[src/rtl/jmp_pkg.sv]
// Package: shared opcode constants and the decoded-jump record.
// Assumes 32-bit instruction words in the base RISC-V encoding.
package jmp_pkg;
    localparam logic [6:0] OPC_JAL  = 7'b1101111;
    localparam logic [6:0] OPC_JALR = 7'b1100111;

    typedef enum logic [1:0] {
        JK_NONE = 2'd0,
        JK_JAL  = 2'd1,
        JK_JALR = 2'd2
    } jump_kind_e;

    typedef struct packed {
        jump_kind_e  kind;
        logic [4:0]  rd;
        logic [4:0]  rs1;
        logic [31:0] imm;
    } jmp_dec_t;
endpackage

[src/rtl/jmp_decode.sv]
// Module: jmp_decode
// Classifies an instruction word as JAL, JALR or neither, and extracts
// rd, rs1 and the sign-extended immediate for the matching form.
// Assumes the instruction word is stable for the whole cycle; purely combinational.
module jmp_decode
    import jmp_pkg::*;
(
    input  logic [31:0] instr,
    output jmp_dec_t    dec
);
    logic [31:0] imm_j;
    logic [31:0] imm_i;

    // Build both immediate forms from the instruction fields
    always_comb begin
        imm_j = {{12{instr[31]}}, instr[19:12], instr[20], instr[30:21], 1'b0};
        imm_i = {{20{instr[31]}}, instr[31:20]};
    end

    // Select the kind and the immediate that goes with it
    always_comb begin
        dec.rd  = instr[11:7];
        dec.rs1 = instr[19:15];
        if (instr[6:0] == OPC_JAL) begin
            dec.kind = JK_JAL;
            dec.imm  = imm_j;
        end else if (instr[6:0] == OPC_JALR && instr[14:12] == 3'b000) begin
            dec.kind = JK_JALR;
            dec.imm  = imm_i;
        end else begin
            dec.kind = JK_NONE;
            dec.imm  = '0;
        end
    end
endmodule

[src/rtl/jmp_target.sv]
// Module: jmp_target
// Forms the jump target, the link value and the misalignment flag.
// Assumes a 32-bit-aligned instruction stream, so link is always PC+4.
module jmp_target
    import jmp_pkg::*;
#(
    parameter int XLEN = 32
) (
    input  jump_kind_e      kind,
    input  logic [XLEN-1:0] pc,
    input  logic [XLEN-1:0] rs1_val,
    input  logic [XLEN-1:0] imm,
    output logic [XLEN-1:0] target,
    output logic [XLEN-1:0] link,
    output logic            misalign
);
    localparam logic [XLEN-1:0] INSN_BYTES = XLEN'(4);

    logic [XLEN-1:0] base;
    logic [XLEN-1:0] sum;

    // Pick the base operand and add the immediate
    always_comb begin
        base = (kind == JK_JALR) ? rs1_val : pc;
        sum  = base + imm;
    end

    // Clear bit 0 for the register-relative form, then flag bit 1
    always_comb begin
        target = sum;
        if (kind == JK_JALR) target[0] = 1'b0;
        misalign = target[1];
        link     = pc + INSN_BYTES;
    end
endmodule

[src/rtl/jmp_commit.sv]
// Module: jmp_commit
// Registers the one-cycle results of a jump: PC redirect, link write,
// or trap writes. Assumes a synchronous active-low reset.
module jmp_commit
    import jmp_pkg::*;
#(
    parameter int XLEN   = 32,
    parameter int REG_AW = 6
) (
    input  logic              clk,
    input  logic              rst_n,
    input  logic              fire,
    input  logic              misalign,
    input  logic [XLEN-1:0]   target,
    input  logic [XLEN-1:0]   link,
    input  logic [4:0]        rd,
    input  logic [XLEN-1:0]   pc,
    input  logic [XLEN-1:0]   tvec,
    output logic [XLEN-1:0]   next_pc,
    output logic              next_pc_vld,
    output logic              rd_we,
    output logic [REG_AW-1:0] rd_waddr,
    output logic [XLEN-1:0]   rd_wdata,
    output logic              trap_we,
    output logic [XLEN-1:0]   trap_pc
);
    localparam logic [XLEN-1:0] ALIGN_MASK = ~XLEN'(3);

    // Sequence the registered outputs for each accepted jump
    always_ff @(posedge clk) begin
        if (!rst_n) begin
            next_pc     <= '0;
            next_pc_vld <= 1'b0;
            rd_we       <= 1'b0;
            rd_waddr    <= '0;
            rd_wdata    <= '0;
            trap_we     <= 1'b0;
            trap_pc     <= '0;
        end else begin
            next_pc_vld <= fire;
            rd_we       <= fire && !misalign && (rd != 5'd0);
            trap_we     <= fire && misalign;
            if (fire) begin
                next_pc  <= misalign ? (tvec & ALIGN_MASK) : target;
                rd_waddr <= REG_AW'(rd);
                rd_wdata <= link;
                trap_pc  <= pc;
            end
        end
    end

    AST_TRAP_BLOCKS_LINK: assert property (@(posedge clk) disable iff (!rst_n)
        trap_we |-> !rd_we);
    AST_NO_ZERO_WRITE: assert property (@(posedge clk) disable iff (!rst_n)
        rd_we |-> rd_waddr != '0);
    AST_IDLE_QUIET: assert property (@(posedge clk) disable iff (!rst_n)
        !fire |=> (!rd_we && !trap_we && !next_pc_vld));
    AST_IDLE_HOLD: assert property (@(posedge clk) disable iff (!rst_n)
        !fire |=> $stable(next_pc));
    AST_TRAP_ALIGNED: assert property (@(posedge clk) disable iff (!rst_n)
        trap_we |-> next_pc[1:0] == 2'b00);
endmodule

[src/rtl/jump_unit.sv]
// Module: jump_unit
// Executes JAL/JALR: redirects the PC, writes the link register, or
// traps on a target with bit 1 set by writing exception-PC and cause
// into the shared 64-entry register space. Assumes one instruction per
// valid strobe and a synchronous active-low reset.
module jump_unit
    import jmp_pkg::*;
#(
    parameter int               XLEN       = 32,
    parameter int               REG_AW     = 6,
    parameter logic [REG_AW-1:0] TVEC_IDX  = 6'h25,
    parameter logic [REG_AW-1:0] EPC_IDX   = 6'h29,
    parameter logic [REG_AW-1:0] CAUSE_IDX = 6'h2A,
    parameter logic [XLEN-1:0]  CAUSE_CODE = '0
) (
    input  logic              clk,
    input  logic              rst_n,
    input  logic              valid_i,
    input  logic [XLEN-1:0]   pc_i,
    input  logic [31:0]       instr_i,
    input  logic [XLEN-1:0]   rs1_val_i,
    output logic [REG_AW-1:0] rs1_raddr_o,
    output logic [REG_AW-1:0] tvec_raddr_o,
    input  logic [XLEN-1:0]   tvec_val_i,
    output logic [XLEN-1:0]   next_pc_o,
    output logic              next_pc_vld_o,
    output logic              rd_we_o,
    output logic [REG_AW-1:0] rd_waddr_o,
    output logic [XLEN-1:0]   rd_wdata_o,
    output logic              epc_we_o,
    output logic [REG_AW-1:0] epc_waddr_o,
    output logic [XLEN-1:0]   epc_wdata_o,
    output logic              cause_we_o,
    output logic [REG_AW-1:0] cause_waddr_o,
    output logic [XLEN-1:0]   cause_wdata_o
);
    jmp_dec_t        dec;
    logic [XLEN-1:0] target;
    logic [XLEN-1:0] link;
    logic            misalign;
    logic            fire;
    logic            trap_we;

    jmp_decode u_dec (
        .instr (instr_i),
        .dec   (dec)
    );

    jmp_target #(.XLEN(XLEN)) u_tgt (
        .kind     (dec.kind),
        .pc       (pc_i),
        .rs1_val  (rs1_val_i),
        .imm      (XLEN'(dec.imm)),
        .target   (target),
        .link     (link),
        .misalign (misalign)
    );

    // Accept only a valid jump opcode
    always_comb fire = valid_i && (dec.kind != JK_NONE);

    jmp_commit #(.XLEN(XLEN), .REG_AW(REG_AW)) u_cmt (
        .clk         (clk),
        .rst_n       (rst_n),
        .fire        (fire),
        .misalign    (misalign),
        .target      (target),
        .link        (link),
        .rd          (dec.rd),
        .pc          (pc_i),
        .tvec        (tvec_val_i),
        .next_pc     (next_pc_o),
        .next_pc_vld (next_pc_vld_o),
        .rd_we       (rd_we_o),
        .rd_waddr    (rd_waddr_o),
        .rd_wdata    (rd_wdata_o),
        .trap_we     (trap_we),
        .trap_pc     (epc_wdata_o)
    );

    // Fixed register-space addresses and trap write fan-out
    always_comb begin
        rs1_raddr_o   = REG_AW'(dec.rs1);
        tvec_raddr_o  = TVEC_IDX;
        epc_waddr_o   = EPC_IDX;
        cause_waddr_o = CAUSE_IDX;
        cause_wdata_o = CAUSE_CODE;
        epc_we_o      = trap_we;
        cause_we_o    = trap_we;
    end

    AST_EPC_IS_FAULT_PC: assert property (@(posedge clk) disable iff (!rst_n)
        (fire && misalign) |=> (epc_we_o && epc_wdata_o == $past(pc_i)));
    AST_LINK_VALUE: assert property (@(posedge clk) disable iff (!rst_n)
        rd_we_o |-> next_pc_vld_o);
    AST_RESET_CLEARS: assert property (@(posedge clk)
        !rst_n |=> (!rd_we_o && !epc_we_o && !cause_we_o && !next_pc_vld_o));
endmodule

[config.mk]
export PLATFORM = sky130hd
export DESIGN_NAME = jump_unit
export DESIGN_NICKNAME = d
export VERILOG_FILES = /design/src/rtl/jmp_pkg.sv /design/src/rtl/jmp_decode.sv /design/src/rtl/jmp_target.sv /design/src/rtl/jmp_commit.sv /design/src/rtl/jump_unit.sv
export SDC_FILE = /design/constraint.sdc
export NUM_CORES = 1
export LEC_CHECK = 0
export BUFFER_PORTS_ARGS = -buffer_cell sky130_fd_sc_hd__buf_4
export CORE_AREA = 3 3 94 162
export CTS_CLUSTER_SIZE = 40
export DETAILED_ROUTE_END_ITERATION = 8
export DIE_AREA = 0 0 97 165
export GPL_ROUTABILITY_DRIVEN = 0
export GPL_TIMING_DRIVEN = 0
export PLACE_DENSITY = 0.91
export SYNTH_ARGS = -nofsm -noshare
export SYNTH_HDL_FRONTEND = slang
export SYNTH_SLANG_ARGS = --single-unit
[constraint.sdc]
create_clock -name clk -period 6.95 [get_ports clk]
set_input_delay 0 -clock clk [delete_from_list [all_inputs] [get_ports clk]]
set_output_delay 0 -clock clk [all_outputs]
set_load 0.02 [all_outputs]
==> summary.md <==
| Metric | Value |
|---|---|
| Status | completed |
| I/O pins | 293 |
| Root Buffer | clkbuf_16 |
| Worst path depth | 18 |
| CP endpoint kind | flip-flop |
| Row cnt | 57 |
| Synth Cell Area | 6940 sq um |
| Antenna violations before repair | 0 |
| Fin. Hold Viols | 0 |
| Crit path arrival time | 4.86 ns |
| CP max FO | 10 |
| Starting density of the core | 49.4% |
| Crit-path most repeated cell | o21ai_0 |
| Total gr overflow | 0 |
| Largest cells by area after synthesis | dfxtp_1 (29%), nand2_1 (8.8%), buf_4 (6.6%), ha_1 (5.8%), mux2_2 (4.5%) |
| CP Launch Type | input port |
| Post-CTS Setup Bufs | 0 |
| Required time of the critical path | 7.25 ns |
| Reg2reg path depth | 2 |
| Worst hold stages | 3 |
| Worst Tran Pin Value | 0.705 ns |
| N_diodes | 0 |
| Clock buffer count from CTS | 9 |
| Worst r2r src | u_cmt.trap_pc[21]$_SDFFE_PN0P_ |
| Post-DP HPWL | 21000 um |
| Hold Slack | 0.0143 ns |
| Die footprint | 16000 sq um |
| Core area | 14000 sq um |
| Via density | 5.61 |
| Seq/Total Area, Yosys | 29.1% |
| Crit path time final | 4.56 ns |
| Largest delay share family, worst path | compound AO/OA/AOI/OAI gates |
| Skew final | 0 ns |
| Clock slew at reported path FFs | 0.07 ns |
| Total wire length | 26800 um |
| Clock sink count | 101 |
| Nets@finish | 1379 |
| Area grow syn2layout | 41.9% |
| Number of flops mapped to enable cells by yosys | 0 |
| Die height | 165 um |
| P_leak | 4.83 nW |
| HP Class | input port to flip-flop |
| Largest net degree at the start of global routing | 21 |
| DR pass1 iterations | 7 |
| Clk Latency, worst-skew pair | 0.35 ns |
| Post-synth ARST share | 0% |
| Remaining antenna violation count | 0 |
| Netlist cell types | 56 |
| First DRT Iteration DRCs | 446 |
| Vias in the first global route | 7923 |
| Number of H-tree levels | 3 |
| CP cell instances | buf_4 -> nand4_1 -> nor3b_1 -> and2_1 -> buf_2 -> buf_1 -> mux2_2 -> ha_1 -> fa_1 -> a21o_1 -> a221o_2 -> a31oi_1 -> o21ai_0 -> a31oi_1 -> o21ai_0 -> xnor2_1 -> o21ai_0 -> o211a_1 |
| Most common flop cell mapped by yosys | dfxtp_1 |
| RSZ-0062 raised after global routing | no |
| Crit path buffers/inverters | 3 |
| # Max-Cap Violations | 0 |
| Global-route wire length before repair | 40900 um |
| Synth top area share | 29.1% |
| Place WS | 2.13 ns |
| Total GRT Usage | 32.5% |
| Total number of vias | 7836 |
| Sum of negative setup slack | 0 ns |
| Fmax | 0.219 GHz |
| Cell taking the most area after synthesis | dfxtp_1 |
| Final worst setup slack | 2.39 ns |
| Tcrit/Tclk final | 65.6% |
| Mean cell area of the mapped netlist | 7.95 sq um |
| Slowest cell on the critical path | buf_1 |
| Die X-Extent | 97 um |
| DRC | 0 |
| Worst slew margin | 53.0% |
| Synth cell count leaders | nand2_1 (163), dfxtp_1 (101), buf_4 (61) |
| IR drop worst, VDD | 101 uV |
| WL/cell | 19.2 um |
| TritonCTS clock tree | done |
| Critical path class | input port to flip-flop |
| Max stage delay on crit path | 0.58 ns |
| Yosys reg bits | 101 |
| Clock buffer depth | 2 |
| Count leader, synth | nand2_1 |
| Ratio of cells with drive above 1 in the final layout | 29.8% |
| Slew Viols, Final | 0 |
| Cells after Synth | 874 |
| Beginning of the critical path | instr_i[5] |
| Synth warnings | 0 |
| Hold Crit Start | tvec_val_i[28] |
| Port buffer count | 237 |
| Final core utilization | 70.1% |
| Cell area power density | 138 nW/um^2 |
| # fillers | 1145 |
| Setup violators final | 0 |
[final timing paths]
check                                   endpoint  slack, ns
setup / recovery  u_cmt.next_pc[26]$_SDFFE_PN0P_       2.39
hold / removal    u_cmt.next_pc[28]$_SDFFE_PN0P_       0.01
setup reg to reg  u_cmt.trap_pc[21]$_SDFFE_PN0P_       6.19
hold reg to reg   u_cmt.trap_pc[15]$_SDFFE_PN0P_       0.47
[timing repair]
action / in CTS / in global routing
resized for setup: 0 / 0
setup endpoints to repair: 0 / 0
hold endpoints to repair: 52 / 0
hold buffers: 42 / 0
[layout by cell type (no fill, tap or decap), types with 3 or more instances in the layout]
master         synthesis  final
o21a_1                 3      3
clkbuf_16              0      9
clkbuf_1              42     42
ha_1                  32     32
dlygate4sd3_1          0     42
nor4b_1                3      3
nand3_1               20     20
o211a_1               30     30
o21bai_1               3      3
mux2i_1                5      5
inv_1                  7      7
xor2_1                34     34
buf_2                 10     10
nor2_1                27     27
and2_1                17     17
inv_8                  0      3
nand2_1              163    163
a31oi_1                8      8
nand3b_1               4      4
nor3_1                 9      9
and3_1                11     11
nor2b_1                5      5
nand4_1               11     11
a21o_1                12     12
nor3b_1                4      4
mux2_2                28     28
dfxtp_1              101    101
conb_1                 2     53
buf_1                  4      4
xnor2_1               23     23
a21boi_0              41     41
o21ai_0               49     49
buf_4                 61    298
o211ai_1              18     18
a21oi_1               59     59
[metrics by stage]
step / cells / total power, W / area (sq um)
finish: 1397 / 0.00136 / 9850
global route: 1397 / 0.00140 / 9850
CTS: 1397 / 0.00136 / 9850
detailed placement: 1339 / 0.000834 / 9140
global placement: 1339 / 0.000831 / 9140
floorplan: 925 / 0.000728 / 7140
[metal layers]
layer | vias to the layer above | share of wire (%) | GRT usage [%]
met5 | - | 0 | 0
met4 | 0 | 7.0 | 21.6
met3 | 129 | 7.2 | 6.21
met2 | 477 | 52 | 60.8
met1 | 3598 | 34 | 32.3
li1 | 3632 | - | -
[worst reg2reg max path, cell delays in order (launching register included)]
cell,delay (ns)
dfxtp_1,0.35
nand2_1,0.05
a21boi_0,0.26
[cell families (layout without fill, tap and decap cells)]
kind of cell	Yosys count	after routing	share of synthesized area [%]
other	2	53	0.108
and+or+nand+nor	287	287	19.1
xor gates and xnor gates	57	57	7.19
DFF	101	101	29.1
AOI/OAI and AO/OA	236	236	23.0
buffers and inverters	125	420	10.3
adders and majority gates	33	33	6.05
muxes	33	33	5.26
[flip-flops by register name (all words and copies together) (netlist names)]
signal and cells:
u_cmt.next_pc 31, u_cmt.next_pc_vld 1, u_cmt.rd_waddr 5, u_cmt.rd_wdata 30
u_cmt.rd_we 1, u_cmt.trap_pc 32, u_cmt.trap_we 1
[power by group]
part | internal [W] | leakage, nW | switching [W]
Clock | 0.000256 | 0.149 | 0.000259
Combinational | 0.000128 | 3.87 | 0.000138
Sequential | 0.000580 | 0.813 | 0.00000125
[final cells by class]
cell class / count / area (sq um) / area share [%]
multi-input combinational: 699 / 4400 / 44.7
tap: 177 / 221 / 2.25
clock buffer: 9 / 225 / 2.29
timing repair buffer: 279 / 2200 / 22.3
clock inverter: 7 / 72.6 / 0.736
buffer: 118 / 686 / 6.96
inverter: 7 / 26.3 / 0.267
sequential: 101 / 2020 / 20.5
Note: power is estimated with default switching activity, not from simulation.
